### config.mk
export PLATFORM = sky130hd
export DESIGN_NAME = spi_cmd_decoder
export DESIGN_NICKNAME = d
export VERILOG_FILES = /design/src/rtl/spi_cmd_pkg.sv /design/src/rtl/spi_sync.sv /design/src/rtl/spi_edge_det.sv /design/src/rtl/spi_frame_shifter.sv /design/src/rtl/spi_cmd_regs.sv /design/src/rtl/spi_cmd_decoder.sv
export SDC_FILE = /design/constraint.sdc
export NUM_CORES = 1
export LEC_CHECK = 0
export ABC_AREA = 1
export CORE_ASPECT_RATIO = 0.5
export CORE_UTILIZATION = 49
export DETAILED_ROUTE_END_ITERATION = 8
export PLACE_DENSITY = 0.69
export SYNTH_ARGS = -nofsm -noshare
export SYNTH_HDL_FRONTEND = slang
export SYNTH_SLANG_ARGS = --single-unit
### constraint.sdc
create_clock -name clk -period 3.48 [get_ports clk]
set_input_delay 0.87 -clock clk [delete_from_list [all_inputs] [get_ports clk]]
set_output_delay 0.87 -clock clk [all_outputs]
set_load 0.02 [all_outputs]
### src/rtl/spi_cmd_pkg.sv
// Shared command codes and helpers for the SPI command frame decoder.
// Assumes a six-bit command field at the top of each frame.
package spi_cmd_pkg;

    localparam int CMD_BITS = 6;

    typedef enum logic [CMD_BITS-1:0] {
        CMD_AMP_MODE = 6'b000001,
        CMD_AMP_GAIN = 6'b000010,
        CMD_SPARE_A  = 6'b000011,
        CMD_DIAG_G1  = 6'b001000,
        CMD_DIAG_G2  = 6'b010000,
        CMD_SPARE_B  = 6'b011000
    } cmd_code_e;

    // True when the code is one of the accepted commands.
    function automatic logic cmd_is_legal(input logic [CMD_BITS-1:0] code);
        logic ok;
        case (code)
            CMD_AMP_MODE, CMD_AMP_GAIN, CMD_SPARE_A,
            CMD_DIAG_G1, CMD_DIAG_G2, CMD_SPARE_B: ok = 1'b1;
            default:                               ok = 1'b0;
        endcase
        return ok;
    endfunction

endpackage

### src/rtl/spi_sync.sv
// Multi-stage synchronizer for one asynchronous input.
// Assumes STAGES >= 2; the reset value matches the line's idle level.
module spi_sync #(
    parameter int   STAGES  = 2,
    parameter logic RST_VAL = 1'b0
) (
    input  logic clk,
    input  logic rst_n,
    input  logic d_i,
    output logic q_o
);
    logic [STAGES-1:0] chain;

    // Shift the raw input through the flop chain.
    always_ff @(posedge clk) begin
        if (!rst_n) chain <= {STAGES{RST_VAL}};
        else        chain <= {chain[STAGES-2:0], d_i};
    end

    assign q_o = chain[STAGES-1];
endmodule

### src/rtl/spi_edge_det.sv
// Edge detector on an already synchronized signal.
// Pulses are one system clock wide and combinational from the current level.
module spi_edge_det #(
    parameter logic RST_VAL = 1'b1
) (
    input  logic clk,
    input  logic rst_n,
    input  logic lvl_i,
    output logic rise_o,
    output logic fall_o
);
    logic prev;

    // Remember the previous level.
    always_ff @(posedge clk) begin
        if (!rst_n) prev <= RST_VAL;
        else        prev <= lvl_i;
    end

    assign rise_o = lvl_i & ~prev;
    assign fall_o = ~lvl_i & prev;
endmodule

### src/rtl/spi_frame_shifter.sv
// Serial framing: samples data on clock rises, counts rises, latches the
// command field once it is complete, and drives the response on clock falls.
// Assumes edge pulses come from one system clock domain.
module spi_frame_shifter #(
    parameter int FRAME_BITS = 16,
    parameter int DATA_BITS  = 8,
    parameter int CMD_BITS   = 6,
    parameter int CNT_W      = $clog2(FRAME_BITS) + 1
) (
    input  logic                 clk,
    input  logic                 rst_n,
    input  logic                 cs_low_i,
    input  logic                 cs_fall_i,
    input  logic                 cs_rise_i,
    input  logic                 sck_rise_i,
    input  logic                 sck_fall_i,
    input  logic                 mosi_i,
    input  logic [DATA_BITS-1:0] rsp_data_i,
    output logic [CMD_BITS-1:0]  code_o,
    output logic [1:0]           arg_o,
    output logic [CMD_BITS-1:0]  cmd_o,
    output logic [CNT_W-1:0]     rise_cnt_o,
    output logic                 miso_o,
    output logic                 oe_o
);
    localparam int          IDX_W     = $clog2(DATA_BITS);
    localparam int          DATA_FIRST = FRAME_BITS - DATA_BITS + 1;
    localparam logic [CNT_W-1:0] CNT_MAX = {CNT_W{1'b1}};

    logic [FRAME_BITS-1:0] shreg;
    logic [CNT_W-1:0]      rcnt;
    logic [CNT_W-1:0]      fcnt;
    logic [CMD_BITS-1:0]   cmd_q;
    logic                  nxt_bit;

    // Count sampling edges, saturating so over-long frames stay visible.
    always_ff @(posedge clk) begin
        if (!rst_n || cs_fall_i)              rcnt <= '0;
        else if (sck_rise_i && cs_low_i && rcnt != CNT_MAX) rcnt <= rcnt + 1'b1;
    end

    // Shift received bits in on each sampling edge.
    always_ff @(posedge clk) begin
        if (!rst_n)                     shreg <= '0;
        else if (sck_rise_i && cs_low_i) shreg <= {shreg[FRAME_BITS-2:0], mosi_i};
    end

    // Latch the command code as soon as its last bit arrives.
    always_ff @(posedge clk) begin
        if (!rst_n || cs_fall_i) cmd_q <= '0;
        else if (sck_rise_i && cs_low_i && rcnt == CNT_W'(CMD_BITS - 1))
            cmd_q <= {shreg[CMD_BITS-2:0], mosi_i};
    end

    // Count output edges within the frame.
    always_ff @(posedge clk) begin
        if (!rst_n || cs_fall_i)              fcnt <= '0;
        else if (sck_fall_i && cs_low_i && fcnt != CNT_MAX) fcnt <= fcnt + 1'b1;
    end

    // Choose the response bit for the next output edge.
    always_comb begin
        int k;
        k = int'(fcnt) + 1;
        nxt_bit = 1'b0;
        if (k >= 2 && k <= CMD_BITS + 1)
            nxt_bit = shreg[0];
        else if (k >= DATA_FIRST && k <= FRAME_BITS)
            nxt_bit = rsp_data_i[IDX_W'(FRAME_BITS - k)];
    end

    // Drive the data output and its enable.
    always_ff @(posedge clk) begin
        if (!rst_n) begin
            miso_o <= 1'b0;
            oe_o   <= 1'b0;
        end else if (cs_fall_i) begin
            miso_o <= 1'b0;
            oe_o   <= 1'b1;
        end else if (cs_rise_i) begin
            miso_o <= 1'b0;
            oe_o   <= 1'b0;
        end else if (sck_fall_i && cs_low_i) begin
            miso_o <= nxt_bit;
        end
    end

    assign code_o     = shreg[FRAME_BITS-1 -: CMD_BITS];
    assign arg_o      = shreg[DATA_BITS-1 -: 2];
    assign cmd_o      = cmd_q;
    assign rise_cnt_o = rcnt;
endmodule

### src/rtl/spi_cmd_regs.sv
// Command execution: commits configuration at the end of a valid frame,
// keeps the sticky error flag, snapshots status at frame start and issues
// the clear pulse. Assumes frame fields are stable when chip select rises.
module spi_cmd_regs
    import spi_cmd_pkg::*;
#(
    parameter int FRAME_BITS = 16,
    parameter int DATA_BITS  = 8,
    parameter int CNT_W      = $clog2(FRAME_BITS) + 1
) (
    input  logic                 clk,
    input  logic                 rst_n,
    input  logic                 cs_fall_i,
    input  logic                 cs_rise_i,
    input  logic [CMD_BITS-1:0]  code_i,
    input  logic [1:0]           arg_i,
    input  logic [CMD_BITS-1:0]  cmd_i,
    input  logic [CNT_W-1:0]     rise_cnt_i,
    input  logic [DATA_BITS-1:0] diag_stat_i,
    output logic [DATA_BITS-1:0] rsp_data_o,
    output logic                 diag_snap_o,
    output logic                 diag_clr_o,
    output logic                 sh_mode_o,
    output logic                 cal_mode_o,
    output logic [1:0]           gain_o,
    output logic                 spi_err_o
);
    logic [DATA_BITS-1:0] stat_snap;
    logic                 err_snap;
    logic                 frame_ok;

    assign frame_ok = (rise_cnt_i == CNT_W'(FRAME_BITS)) && cmd_is_legal(code_i);

    // Capture status and the error flag when a frame starts.
    always_ff @(posedge clk) begin
        if (!rst_n) begin
            stat_snap   <= '0;
            err_snap    <= 1'b0;
            diag_snap_o <= 1'b0;
        end else begin
            diag_snap_o <= cs_fall_i;
            if (cs_fall_i) begin
                stat_snap <= diag_stat_i;
                err_snap  <= spi_err_o;
            end
        end
    end

    // Select response payload from the latched command.
    always_comb begin
        case (cmd_i)
            CMD_DIAG_G1: rsp_data_o = stat_snap;
            CMD_DIAG_G2: rsp_data_o = {err_snap, {(DATA_BITS-1){1'b0}}};
            default:     rsp_data_o = '0;
        endcase
    end

    // Commit configuration, error and clear at the end of a frame.
    always_ff @(posedge clk) begin
        if (!rst_n) begin
            sh_mode_o  <= 1'b0;
            cal_mode_o <= 1'b0;
            gain_o     <= 2'b00;
            spi_err_o  <= 1'b0;
            diag_clr_o <= 1'b0;
        end else begin
            diag_clr_o <= 1'b0;
            if (cs_rise_i) begin
                if (!frame_ok) begin
                    spi_err_o <= 1'b1;
                end else begin
                    case (code_i)
                        CMD_AMP_MODE: begin
                            sh_mode_o  <= arg_i[1];
                            cal_mode_o <= arg_i[0];
                        end
                        CMD_AMP_GAIN: gain_o     <= arg_i;
                        CMD_DIAG_G1:  diag_clr_o <= 1'b1;
                        CMD_DIAG_G2:  spi_err_o  <= 1'b0;
                        default:      ;
                    endcase
                end
            end
        end
    end
endmodule

### src/rtl/spi_cmd_decoder.sv
// Top level: synchronizes the serial lines, detects their edges, and joins
// the framing and command-execution stages. Assumes the system clock is at
// least eight times the serial clock.
module spi_cmd_decoder #(
    parameter int SYNC_STAGES = 2,
    parameter int FRAME_BITS  = 16,
    parameter int DATA_BITS   = 8
) (
    input  logic                 clk,
    input  logic                 rst_n,
    input  logic                 sck_i,
    input  logic                 cs_n_i,
    input  logic                 mosi_i,
    output logic                 miso_o,
    output logic                 miso_oe_o,
    output logic                 diag_snap_o,
    input  logic [DATA_BITS-1:0] diag_stat_i,
    output logic                 diag_clr_o,
    output logic                 sh_mode_o,
    output logic                 cal_mode_o,
    output logic [1:0]           gain_o,
    output logic                 spi_err_o
);
    import spi_cmd_pkg::*;

    localparam int CNT_W = $clog2(FRAME_BITS) + 1;

    logic sck_q, cs_q, mosi_q;
    logic sck_rise, sck_fall, cs_rise, cs_fall;
    logic [CMD_BITS-1:0]  code, cmd;
    logic [1:0]           arg;
    logic [CNT_W-1:0]     rise_cnt;
    logic [DATA_BITS-1:0] rsp_data;

    spi_sync #(.STAGES(SYNC_STAGES), .RST_VAL(1'b1)) u_sync_sck
        (.clk(clk), .rst_n(rst_n), .d_i(sck_i), .q_o(sck_q));
    spi_sync #(.STAGES(SYNC_STAGES), .RST_VAL(1'b1)) u_sync_cs
        (.clk(clk), .rst_n(rst_n), .d_i(cs_n_i), .q_o(cs_q));
    spi_sync #(.STAGES(SYNC_STAGES), .RST_VAL(1'b0)) u_sync_mosi
        (.clk(clk), .rst_n(rst_n), .d_i(mosi_i), .q_o(mosi_q));

    spi_edge_det #(.RST_VAL(1'b1)) u_edge_sck
        (.clk(clk), .rst_n(rst_n), .lvl_i(sck_q), .rise_o(sck_rise), .fall_o(sck_fall));
    spi_edge_det #(.RST_VAL(1'b1)) u_edge_cs
        (.clk(clk), .rst_n(rst_n), .lvl_i(cs_q), .rise_o(cs_rise), .fall_o(cs_fall));

    spi_frame_shifter #(
        .FRAME_BITS(FRAME_BITS), .DATA_BITS(DATA_BITS),
        .CMD_BITS(CMD_BITS), .CNT_W(CNT_W)
    ) u_shifter (
        .clk(clk), .rst_n(rst_n),
        .cs_low_i(~cs_q), .cs_fall_i(cs_fall), .cs_rise_i(cs_rise),
        .sck_rise_i(sck_rise), .sck_fall_i(sck_fall), .mosi_i(mosi_q),
        .rsp_data_i(rsp_data),
        .code_o(code), .arg_o(arg), .cmd_o(cmd), .rise_cnt_o(rise_cnt),
        .miso_o(miso_o), .oe_o(miso_oe_o)
    );

    spi_cmd_regs #(
        .FRAME_BITS(FRAME_BITS), .DATA_BITS(DATA_BITS), .CNT_W(CNT_W)
    ) u_regs (
        .clk(clk), .rst_n(rst_n),
        .cs_fall_i(cs_fall), .cs_rise_i(cs_rise),
        .code_i(code), .arg_i(arg), .cmd_i(cmd), .rise_cnt_i(rise_cnt),
        .diag_stat_i(diag_stat_i), .rsp_data_o(rsp_data),
        .diag_snap_o(diag_snap_o), .diag_clr_o(diag_clr_o),
        .sh_mode_o(sh_mode_o), .cal_mode_o(cal_mode_o),
        .gain_o(gain_o), .spi_err_o(spi_err_o)
    );
endmodule

==> results.cfg, run 1 <==
[detailed_routing]
drtIter0Drc = 78
num_vias = 2050
drc = 0
finalWirelength_um = 5040
mean_routed_wirelength_per_cell_um = 12.2
route.antenna.remaining_nets = 0
detail_route.first_pass.iterations = 4
post_drt_via_cell_ratio = 4.96

[timing]
fin_setup_tns_ns = 0
worst_clock_skew_ns = 0.00464
setup_viol_count_final = 0
finalWorstSetupSlack_ns = 1.21
fin_crit_sh_pct = 65.1
finalCriticalPeriod_ns = 2.27
finalHoldWorstSlack_ns = 0.411
hold_viol_final = 0
max_slew.worst_pin.slew_ns = 0.558
unrepaired_setup_endpoints_after_global_routing = no
max-slew-margin-rel_pct = 62.5
fmax_mhz = 441
timing.final.max_slew_violations = 0

[logic_synthesis]
syn-mean-instance-area_um2 = 7.88
synth_nets = 341
synth_compound_gate_area_share_pct = 15.4
main_combinational_cell_family_by_area_after_synthesis = simple AND/OR/NAND/NOR gates
adder_cell_area_share_of_the_yosys_netlist_pct = 4.48
synth.area.mux_share_pct = 0
syn_area_mm2 = 0.00251
yosys_register_bits = 58
synth_cell_types = 32
yosys_warnings = 0
parity_gate_share_of_the_synthesized_area_counting_xor_and_xnor_cells_pct = 1.05
yosys.area_share.simple_pct = 24.0
synth_sequential_area_ratio_pct = 46.2
synthesis.instances = 319

[cells_and_area]
most_used_cells_in_the_layout_excluding_fill_and_tap_cells = sky130_fd_sc_hd__dfxtp_1 (58), sky130_fd_sc_hd__nor2_1 (46), sky130_fd_sc_hd__inv_1 (35)
insertedDiodeCount = 0
stdcell_area_mm2 = 0.00293
layout.cells.most_common = sky130_fd_sc_hd__dfxtp_1
drive_gt1_share_pct = 11.2
fin_nets = 366
area.growth.synth_to_final_pct = 16.5

[clocking]
cts-resized-gates = 0
clk_pin_slew_worst_setup_hold_paths_ns = 0.06
insertion_delay_ns = 0.32
post_cts_buffers = 0
tritoncts.num_buffers = 9
tritoncts = done
clock_path_buffers = 2
root_buffer = sky130_fd_sc_hd__clkbuf_8
cts.htree.levels = 3
quantity_of_hold_fixing_buffers_added_after_cts = 0
numClockSinks = 58

[status]
run_status = finished clean

[placed_design]
placed_area_mm2 = 0.00277
hpwlAfterDp_um = 3610
port-buffer-count = 21
finalWeightedCongestion = 0.792
place_ws_ns = 0.893

[global_routing]
antenna_found_initial = 0
grt_pass1_wl_um = 8410
grt-ovfl-total = 0
via_count_of_the_first_global_routing_pass = 1944
grt_util_all_layers_pct = 21.2
grt_start_max_net_pins = 27

[floorplan]
die_x_um = 103
coreArea_mm2 = 0.00466
die_height_um = 52.6
fp.dieArea_mm2 = 0.00544
floorplan.rows = 17
start_util_pct = 53.9
design.portCount = 22

[power_and_ir_drop]
power_frac_clock_pct = 40.3
p_sw_w = 0.000270
intPower_w = 0.000976
p_leak_nw = 1.18
power_density_mw_per_mm2 = 426
switching_share_pct = 21.6
pwr-share-seq_pct = 54.8
vdd_drop_max_mv = 0.233
p_comb_share_pct = 4.9

[setup_path]
crit-reg2reg-launch = u_shifter.fcnt[0]$_SDFFE_PP0P_
worst_setup_path_endpoint = u_shifter.fcnt[1]$_SDFFE_PP0P_
worst_setup_path_startpoint = rst_n
crit_required_ns = 3.73
crit_path_end_kind = flip-flop
path_class = in2reg
worst_setup_start_kind = input port
cells_on_worst_reg2reg_path = 9
regToRegSetupSlack_ns = 1.47
arrival_ns = 2.52
worst_reg2reg_endpoint = u_shifter.miso_o$_SDFFE_PP0P_
critical_path_peak_fanout = 26

[flow_run]
cap_viol_max_count = 0

[hold_path]
min-delay-path-class = reg2reg
## critical path, stage by stage
cell and delay, ns:
sky130_fd_sc_hd__clkdlybuf4s50_1 0.45, sky130_fd_sc_hd__buf_4 0.24, sky130_fd_sc_hd__inv_2 0.11, sky130_fd_sc_hd__nor2_2 0.32, sky130_fd_sc_hd__buf_4 0.26, sky130_fd_sc_hd__o21ai_0 0.11, sky130_fd_sc_hd__a21oi_1 0.15
## synth_stat cells
library cell	count	area (µm²)
sky130_fd_sc_hd__dfxtp_1	58	1160
sky130_fd_sc_hd__nor3b_2	1	12.5
sky130_fd_sc_hd__nor2_2	4	25.0
sky130_fd_sc_hd__buf_2	7	35.0
sky130_fd_sc_hd__inv_1	35	131
sky130_fd_sc_hd__a21oi_1	24	120
sky130_fd_sc_hd__o21ai_1	14	70.1
sky130_fd_sc_hd__nand3_2	1	10.0
sky130_fd_sc_hd__a211oi_1	1	7.51
sky130_fd_sc_hd__nor2_1	46	173
sky130_fd_sc_hd__or2_2	5	31.3
sky130_fd_sc_hd__nand2_2	2	12.5
sky130_fd_sc_hd__inv_2	6	22.5
sky130_fd_sc_hd__or2_1	1	6.26
sky130_fd_sc_hd__buf_4	2	15.0
sky130_fd_sc_hd__and3_1	2	12.5
sky130_fd_sc_hd__nor4_4	1	21.3
sky130_fd_sc_hd__nor3_1	4	20.0
sky130_fd_sc_hd__inv_4	2	12.5
sky130_fd_sc_hd__clkbuf_1	1	3.75
sky130_fd_sc_hd__ha_1	9	113
sky130_fd_sc_hd__a22o_1	7	61.3
sky130_fd_sc_hd__nand2_1	34	128
sky130_fd_sc_hd__o211ai_1	1	7.51
sky130_fd_sc_hd__nor4_1	1	6.26
sky130_fd_sc_hd__xnor2_1	3	26.3
sky130_fd_sc_hd__clkinv_1	1	3.75
sky130_fd_sc_hd__nand4_1	5	31.3
sky130_fd_sc_hd__nor3_2	3	30.0
sky130_fd_sc_hd__o21ai_0	24	120
sky130_fd_sc_hd__nand3_1	13	65.1
sky130_fd_sc_hd__nand3_4	1	17.5
## flip-flops by register name, indices dropped and copies added, names as in the netlist, 2 cells and up
name                  count
u_shifter.cmd_o           6
u_sync_sck.chain          2
u_shifter.fcnt            5
u_shifter.shreg          16
u_sync_cs.chain           2
u_regs.stat_snap          8
u_shifter.rise_cnt_o      5
u_sync_mosi.chain         2
u_regs.gain_o             2
## kinds of logic (layout without fill, tap and decap cells)
family | count (synthesis) | in the layout
AOI/OAI and AO/OA | 71 | 71
and+or+nand+nor | 124 | 124
DFF | 58 | 58
buffers and inverters | 54 | 82
adders and majority gates | 9 | 9
xor gates and xnor gates | 3 | 3
## layout make-up
class	count	area, µm²
Fill cell	419	1730
Sequential cell	58	1160
Inverter	44	170
Clock buffer	14	153
Multi-Input combinational cell	207	1130
Tap cell	66	82.6
Timing Repair Buffer	24	233
## power by group through the flow
stage | clock, W | combinational (W) | sequential [W]
5_1_grt | 0.000551 | 0.0000695 | 0.000683
6_report | 0.000502 | 0.0000617 | 0.000683
4_1_cts | 0.000516 | 0.0000622 | 0.000683
3_5_place_dp | 0 | 0.0000618 | 0.000697
3_3_place_gp | 0 | 0.0000607 | 0.000697
2_1_floorplan | 0 | 0.0000345 | 0.000696
## routing by layer
layer / wire, µm / vias to the layer above / global-route usage (%) / share of wire [%]
met4: 72 / 0 / 8.22 / 1.4
met1: 2490 / 918 / 25.5 / 49
li1: - / 1085 / - / -
met2: 2250 / 39 / 34.1 / 45
met3: 223 / 8 / 8.67 / 4.4
met5: 0 / - / 0 / 0
## per-stage QoR
step | util (%) | std cells | power, W
final | 62.8 | 413 | 0.00125
after global routing | 62.8 | 413 | 0.00130
after CTS | 62.8 | 413 | 0.00126
after detailed placement | 59.5 | 399 | 0.000759
after global placement | 59.5 | 399 | 0.000758
after floorplan | - | 319 | 0.000731
## worst min path at each step
| stage | from | endpoint | slack (ns) | depth (start not counted) |
|---|---|---|---|---|
| final | u_sync_sck.chain[0]$_SDFF_PN1_ | u_sync_sck.chain[1]$_SDFF_PN1_ | 0.41 | 1 |
| after global routing | u_sync_sck.chain[0]$_SDFF_PN1_ | u_sync_sck.chain[1]$_SDFF_PN1_ | 0.42 | 1 |
| after CTS | u_sync_sck.chain[0]$_SDFF_PN1_ | u_sync_sck.chain[1]$_SDFF_PN1_ | 0.41 | 1 |
| after detailed placement | u_sync_sck.chain[0]$_SDFF_PN1_ | u_sync_sck.chain[1]$_SDFF_PN1_ | 0.40 | 1 |
| after global placement | u_sync_mosi.chain[0]$_SDFF_PN0_ | u_sync_mosi.chain[1]$_SDFF_PN0_ | 0.40 | 2 |
| after floorplan | u_sync_mosi.chain[0]$_SDFF_PN0_ | u_sync_mosi.chain[1]$_SDFF_PN0_ | 0.39 | 2 |
No activity file was read; power rests on OpenSTA's default activity.
==> inputs of run 2 (changes only) <==
Clock period 3.48 ns to 2.2 ns, I/O delays scaled along.
==> run 2 against run 1 <==
Critical path depth rose by 2. Total power up 66%. Global-route usage up 0.21 points. Cell area increased by 1.3%. Sequential power grew 58%. Hold slack gained 0.0041 ns.
==> results.cfg, run 2 (same netlist as run 1, synthesis figures left out) <==
[detailed_routing]
drtIter0Drc = 74
mean_routed_wirelength_per_cell_um = 12.1
route.antenna.remaining_nets = 0
finalWirelength_um = 5050
drc = 0
num_vias = 2060
detail_route.first_pass.iterations = 4
post_drt_via_cell_ratio = 4.95

[cells_and_area]
largest-register = u_shifter.shreg
largest_reg_flops = 16
filler_cell_count = 417
fin_nets = 367
insertedDiodeCount = 0
sequential_cell_area_mm2 = 0.00116
layout.cells.most_common = sky130_fd_sc_hd__dfxtp_1
drive_gt1_share_pct = 12.6
multiInputGateArea_mm2 = 0.00113
area.growth.synth_to_final_pct = 18.0
most_used_cells_in_the_layout_excluding_fill_and_tap_cells = sky130_fd_sc_hd__dfxtp_1 (58), sky130_fd_sc_hd__nor2_1 (46), sky130_fd_sc_hd__inv_1 (35)
layout.core_utilization_pct = 63.6

[global_routing]
via_count_of_the_first_global_routing_pass = 1885
grt_pass1_wl_um = 8330
grt_util_all_layers_pct = 21.4
grt_start_max_net_pins = 25
grt-ovfl-total = 0
antenna_found_initial = 0

[clocking]
post_cts_buffers = 0
cts-resized-gates = 0
clk_pin_slew_worst_setup_hold_paths_ns = 0.06
tritoncts.num_buffers = 9
cts.htree.levels = 3
insertion_delay_ns = 0.33
clock_path_buffers = 2
root_buffer = sky130_fd_sc_hd__clkbuf_8
quantity_of_hold_fixing_buffers_added_after_cts = 0
tritoncts = done
numClockSinks = 58

[timing]
timing.final.max_slew_violations = 0
finalCriticalPeriod_ns = 1.93
fin_setup_tns_ns = 0
max_slew.worst_pin.slew_ns = 0.485
fin_crit_sh_pct = 87.7
fmax_mhz = 518
setup_viol_count_final = 0
worst_clock_skew_ns = 0.00378
hold_viol_final = 0
finalHoldWorstSlack_ns = 0.415
unrepaired_setup_endpoints_after_global_routing = no
max-slew-margin-rel_pct = 67.4

[setup_path]
cpLargestDelayFamily = flip-flops
arrival_ns = 2.20
cpMaxStageDelayCell = sky130_fd_sc_hd__dfxtp_1
worst_setup_start_kind = flip-flop
path_class = reg2reg
crit_path_end_kind = flip-flop
crit_chain = ha_1 > nand2_1 > nor2_1 > ha_1 > nor2_1 > nand3_1 > o21ai_0 > inv_1 > a21oi_1
crit_required_ns = 2.47
critical_path_peak_fanout = 10
timing.critical_path.buf_inv = 1
critPathMaxStageDelay_ns = 0.56

[floorplan]
design.portCount = 22
floorplan.rows = 17
start_util_pct = 53.9
coreArea_mm2 = 0.00466
die_x_um = 103
fp.dieArea_mm2 = 0.00544
die_height_um = 52.6

[power_and_ir_drop]
vdd_drop_max_mv = 0.433
p_leak_nw = 1.20
power_density_mw_per_mm2 = 699

[placed_design]
finalWeightedCongestion = 0.807
hpwlAfterDp_um = 3650
port-buffer-count = 21

[status]
run_status = finished clean

[flow_run]
cap_viol_max_count = 0

[hold_path]
min-delay-path-class = reg2reg
-- run 2: layer usage --
metal	share of wire [%]	GRT usage (%)	wire (µm)	up-vias
li1	-	-	-	1095
met1	50	25.1	2520	921
met2	43	34.2	2190	37
met3	5.7	9.47	286	7
met4	1.2	9.39	59	0
met5	0	0	0	-
-- run 2: metrics by stage --
step | cell area (µm²) | power (W) | setup WS [ns] | cells
floorplan | 2510 | 0.00116 | 0.632 | 319
global placement | 2780 | 0.00120 | 0.378 | 400
detailed placement | 2780 | 0.00120 | 0.300 | 400
CTS | 2960 | 0.00209 | 0.264 | 416
global route | 2960 | 0.00216 | 0.121 | 416
finish | 2960 | 0.00207 | 0.270 | 416
-- run 2: cell type report --
type	instances	area share [%]
Sequential cell	58	39.2
Multi-Input combinational cell	207	38.0
Timing Repair Buffer	25	8.10
Clock buffer	14	5.83
Inverter	44	5.74
Tap cell	66	2.79
Clock inverter	2	0.338
-- run 2: power by group --
| part | internal, W | leakage (nW) | switching, W |
|---|---|---|---|
| Combinational | 0.0000487 | 0.634 | 0.0000520 |
| Sequential | 0.00107 | 0.470 | 0.0000113 |
| Clock | 0.000498 | 0.0965 | 0.000394 |
| Total | 0.00161 | 1.20 | 0.000457 |
-- run 2: worst register-to-register path, cell delays in order (launching register included) --
cell                      delay (ns)
sky130_fd_sc_hd__dfxtp_1        0.56
sky130_fd_sc_hd__ha_1           0.27
sky130_fd_sc_hd__nand2_1        0.10
sky130_fd_sc_hd__nor2_1         0.11
sky130_fd_sc_hd__ha_1           0.26
sky130_fd_sc_hd__nor2_1         0.11
sky130_fd_sc_hd__nand3_1        0.09
sky130_fd_sc_hd__o21ai_0        0.16
sky130_fd_sc_hd__inv_1          0.06
sky130_fd_sc_hd__a21oi_1        0.14
-- run 2: final timing paths --
path                                   from  cells after the start  slack, ns                       endpoint
max reg2reg  u_shifter.fcnt[0]$_SDFFE_PP0P_                      9       0.27  u_shifter.miso_o$_SDFFE_PP0P_
min reg2reg   u_sync_cs.chain[0]$_SDFF_PN1_                      1       0.41  u_sync_cs.chain[1]$_SDFF_PN1_
min           u_sync_cs.chain[0]$_SDFF_PN1_                      1       0.41  u_sync_cs.chain[1]$_SDFF_PN1_
max          u_shifter.fcnt[0]$_SDFFE_PP0P_                      9       0.27  u_shifter.miso_o$_SDFFE_PP0P_
==> inputs of run 3 (changes only) <==
--- a/config.mk
+++ b/config.mk
@@ -8,7 +8,8 @@
 export ABC_AREA = 1
 export CORE_ASPECT_RATIO = 0.5
-export CORE_UTILIZATION = 49
+export CORE_UTILIZATION = 59
+export CTS_BUF_LIST = sky130_fd_sc_hd__clkbuf_4 sky130_fd_sc_hd__clkbuf_8
 export DETAILED_ROUTE_END_ITERATION = 8
-export PLACE_DENSITY = 0.69
+export PLACE_DENSITY = 0.81
 export SYNTH_ARGS = -nofsm -noshare
 export SYNTH_HDL_FRONTEND = slang
==> constraint.sdc (replaced) <==
create_clock -name clk -period 2.2 [get_ports clk]
set_input_delay 0.55 -clock clk [delete_from_list [all_inputs] [get_ports clk]]
set_output_delay 0.55 -clock clk [all_outputs]
set_load 0.1 [all_outputs]
==> run 3 against run 2 <==
Register-to-register slack got worse by 0.06 ns. Combinational power is 15% higher. Clock skew up 0.0039 ns. Sequential share of layout area grew 0.60 points. Sequential power barely moved. Via count is 3.4% higher. Sequential cell count stayed put. Clock-buffer cell count fell by 1. Cell area down 1.5%. Die area is 16% lower. Cell count fell by 2.9%. Critical endpoint unchanged. Largest power group unchanged.
==> results.cfg, run 3 (same netlist as run 1, synthesis figures left out) <==
[hold_path]
min-delay-path-class = reg2reg
cells_on_worst_hold_path = 1

[cells_and_area]
area.growth.synth_to_final_pct = 16.2
most_used_cells_in_the_layout_excluding_fill_and_tap_cells = sky130_fd_sc_hd__dfxtp_1 (58), sky130_fd_sc_hd__nor2_1 (46), sky130_fd_sc_hd__inv_1 (35)
largest-register = u_shifter.shreg
drive_gt1_share_pct = 15.7
fin_nets = 367
insertedDiodeCount = 0
multiInputGateArea_mm2 = 0.00113
largest_reg_flops = 16
sequential_cell_area_mm2 = 0.00116
filler_cell_count = 309
layout.cells.most_common = sky130_fd_sc_hd__dfxtp_1

[floorplan]
coreArea_mm2 = 0.00398
floorplan.rows = 16
design.portCount = 22
fp.dieArea_mm2 = 0.00454
die_x_um = 94.3
die_height_um = 48.1
start_util_pct = 63.1

[clocking]
clk_pin_slew_worst_setup_hold_paths_ns = 0.06
clock_path_buffers = 2
insertion_delay_ns = 0.34
cts-resized-gates = 0
quantity_of_hold_fixing_buffers_added_after_cts = 0
cts.htree.levels = 3
root_buffer = sky130_fd_sc_hd__clkbuf_8
tritoncts = done
tritoncts.num_buffers = 9
post_cts_buffers = 0
numClockSinks = 58

[detailed_routing]
met2_wirelength_um = 2490
mean_routed_wirelength_per_cell_um = 12.8
finalWirelength_um = 5190
met3WireLength_um = 283
drc = 0
detail_route.first_pass.iterations = 4
route.layer.met1.wl_um = 2360
drtIter0Drc = 100
num_vias = 2130
route.antenna.remaining_nets = 0
topRoutingLayerUsed = met4
post_drt_via_cell_ratio = 5.27

[setup_path]
crit_chain = ha_1 > nand2_1 > nor2_1 > ha_1 > nor2_1 > nand3_1 > nand2_1 > inv_1 > nor2_1 > nand2_1 > a21oi_1
cpLargestDelayFamily = simple AND/OR/NAND/NOR gates
crit_required_ns = 2.47
critPathMaxStageDelay_ns = 0.60
critical_path_peak_fanout = 10
path_class = reg2reg
timing.critical_path.buf_inv = 1
cells_on_worst_reg2reg_path = 11
arrival_ns = 2.26
crit_path_end_kind = flip-flop
worst_setup_start_kind = flip-flop
path_depth = 11
cpMaxStageDelayCell = sky130_fd_sc_hd__dfxtp_1

[global_routing]
grt_pass1_wl_um = 8270
grt-ovfl-total = 0
antenna_found_initial = 0
grt_util_all_layers_pct = 25.2
grt_start_max_net_pins = 25
via_count_of_the_first_global_routing_pass = 1880

[timing]
fin_crit_sh_pct = 90.4
worst_clock_skew_ns = 0.00767
finalWorstSetupSlack_ns = 0.211
fin_setup_tns_ns = 0
unrepaired_setup_endpoints_after_global_routing = no
max-slew-margin-rel_pct = 62.6
finalHoldWorstSlack_ns = 0.417
timing.final.max_slew_violations = 0
max_slew.worst_pin.slew_ns = 0.556
hold_viol_final = 0
setup_viol_count_final = 0
finalCriticalPeriod_ns = 1.99
fmax_mhz = 503

[placed_design]
hpwlAfterDp_um = 3650
port-buffer-count = 21
place_ws_ns = 0.291
finalWeightedCongestion = 0.810

[power_and_ir_drop]
p_leak_nw = 1.22
report.power.total_w = 0.00206
vdd_drop_max_mv = 0.490
power_density_mw_per_mm2 = 707

[status]
run_status = finished clean

[flow_run]
cap_viol_max_count = 0
[run 3: cell count changes in the layout (fill, tap and decap cells not counted), sizes merged]
cell / change
buf: +9
clkbuf: -1
clkdlybuf4s50: -9
clkinv: +1
[run 3: path summary, 6_finish.rpt]
kind                                                     start                             to  slack (ns)
worst max-delay path            u_shifter.fcnt[0]$_SDFFE_PP0P_  u_shifter.miso_o$_SDFFE_PP0P_        0.21
worst min-delay path             u_sync_cs.chain[0]$_SDFF_PN1_  u_sync_cs.chain[1]$_SDFF_PN1_        0.42
worst max register to register  u_shifter.fcnt[0]$_SDFFE_PP0P_  u_shifter.miso_o$_SDFFE_PP0P_        0.21
worst min register to register   u_sync_cs.chain[0]$_SDFF_PN1_  u_sync_cs.chain[1]$_SDFF_PN1_        0.42
[run 3: layout make-up]
class	count	area share [%]
sequential	58	39.8
multi-input combinational	207	38.6
timing repair buffer	25	7.46
clock buffer	13	5.49
tap	54	2.31
inverter	44	5.83
clock inverter	3	0.514
[run 3: per-stage QoR]
step	instances	util, %	instance area (µm²)
detailed placement	388	68.9	2740
global placement	388	68.9	2740
CTS	404	73.3	2920
global route	404	73.3	2920
finish	404	73.3	2920
floorplan	319	-	2510
[run 3: metal layers]
metal / GRT usage [%] / vias up
met4: 11.7 / 0
met1: 28.7 / 969
met3: 9.97 / 8
met5: 0 / -
li1: - / 1096
met2: 43.8 / 57
[run 3: power by group]
group | total, W | internal [W] | switching (W)
sequential | 0.00108 | 0.00107 | 0.0000126
clock | 0.000868 | 0.000471 | 0.000397
combinational | 0.000116 | 0.0000477 | 0.0000681
total | 0.00206 | 0.00159 | 0.000478
[run 3: worst reg2reg max path, stage by stage, from the launching register on]
cell and delay [ns]:
sky130_fd_sc_hd__dfxtp_1 0.60, sky130_fd_sc_hd__ha_1 0.27, sky130_fd_sc_hd__nand2_1 0.11, sky130_fd_sc_hd__nor2_1 0.12, sky130_fd_sc_hd__ha_1 0.27, sky130_fd_sc_hd__nor2_1 0.13, sky130_fd_sc_hd__nand3_1 0.08, sky130_fd_sc_hd__nand2_1 0.07
sky130_fd_sc_hd__inv_1 0.04, sky130_fd_sc_hd__nor2_1 0.09, sky130_fd_sc_hd__nand2_1 0.05, sky130_fd_sc_hd__a21oi_1 0.10
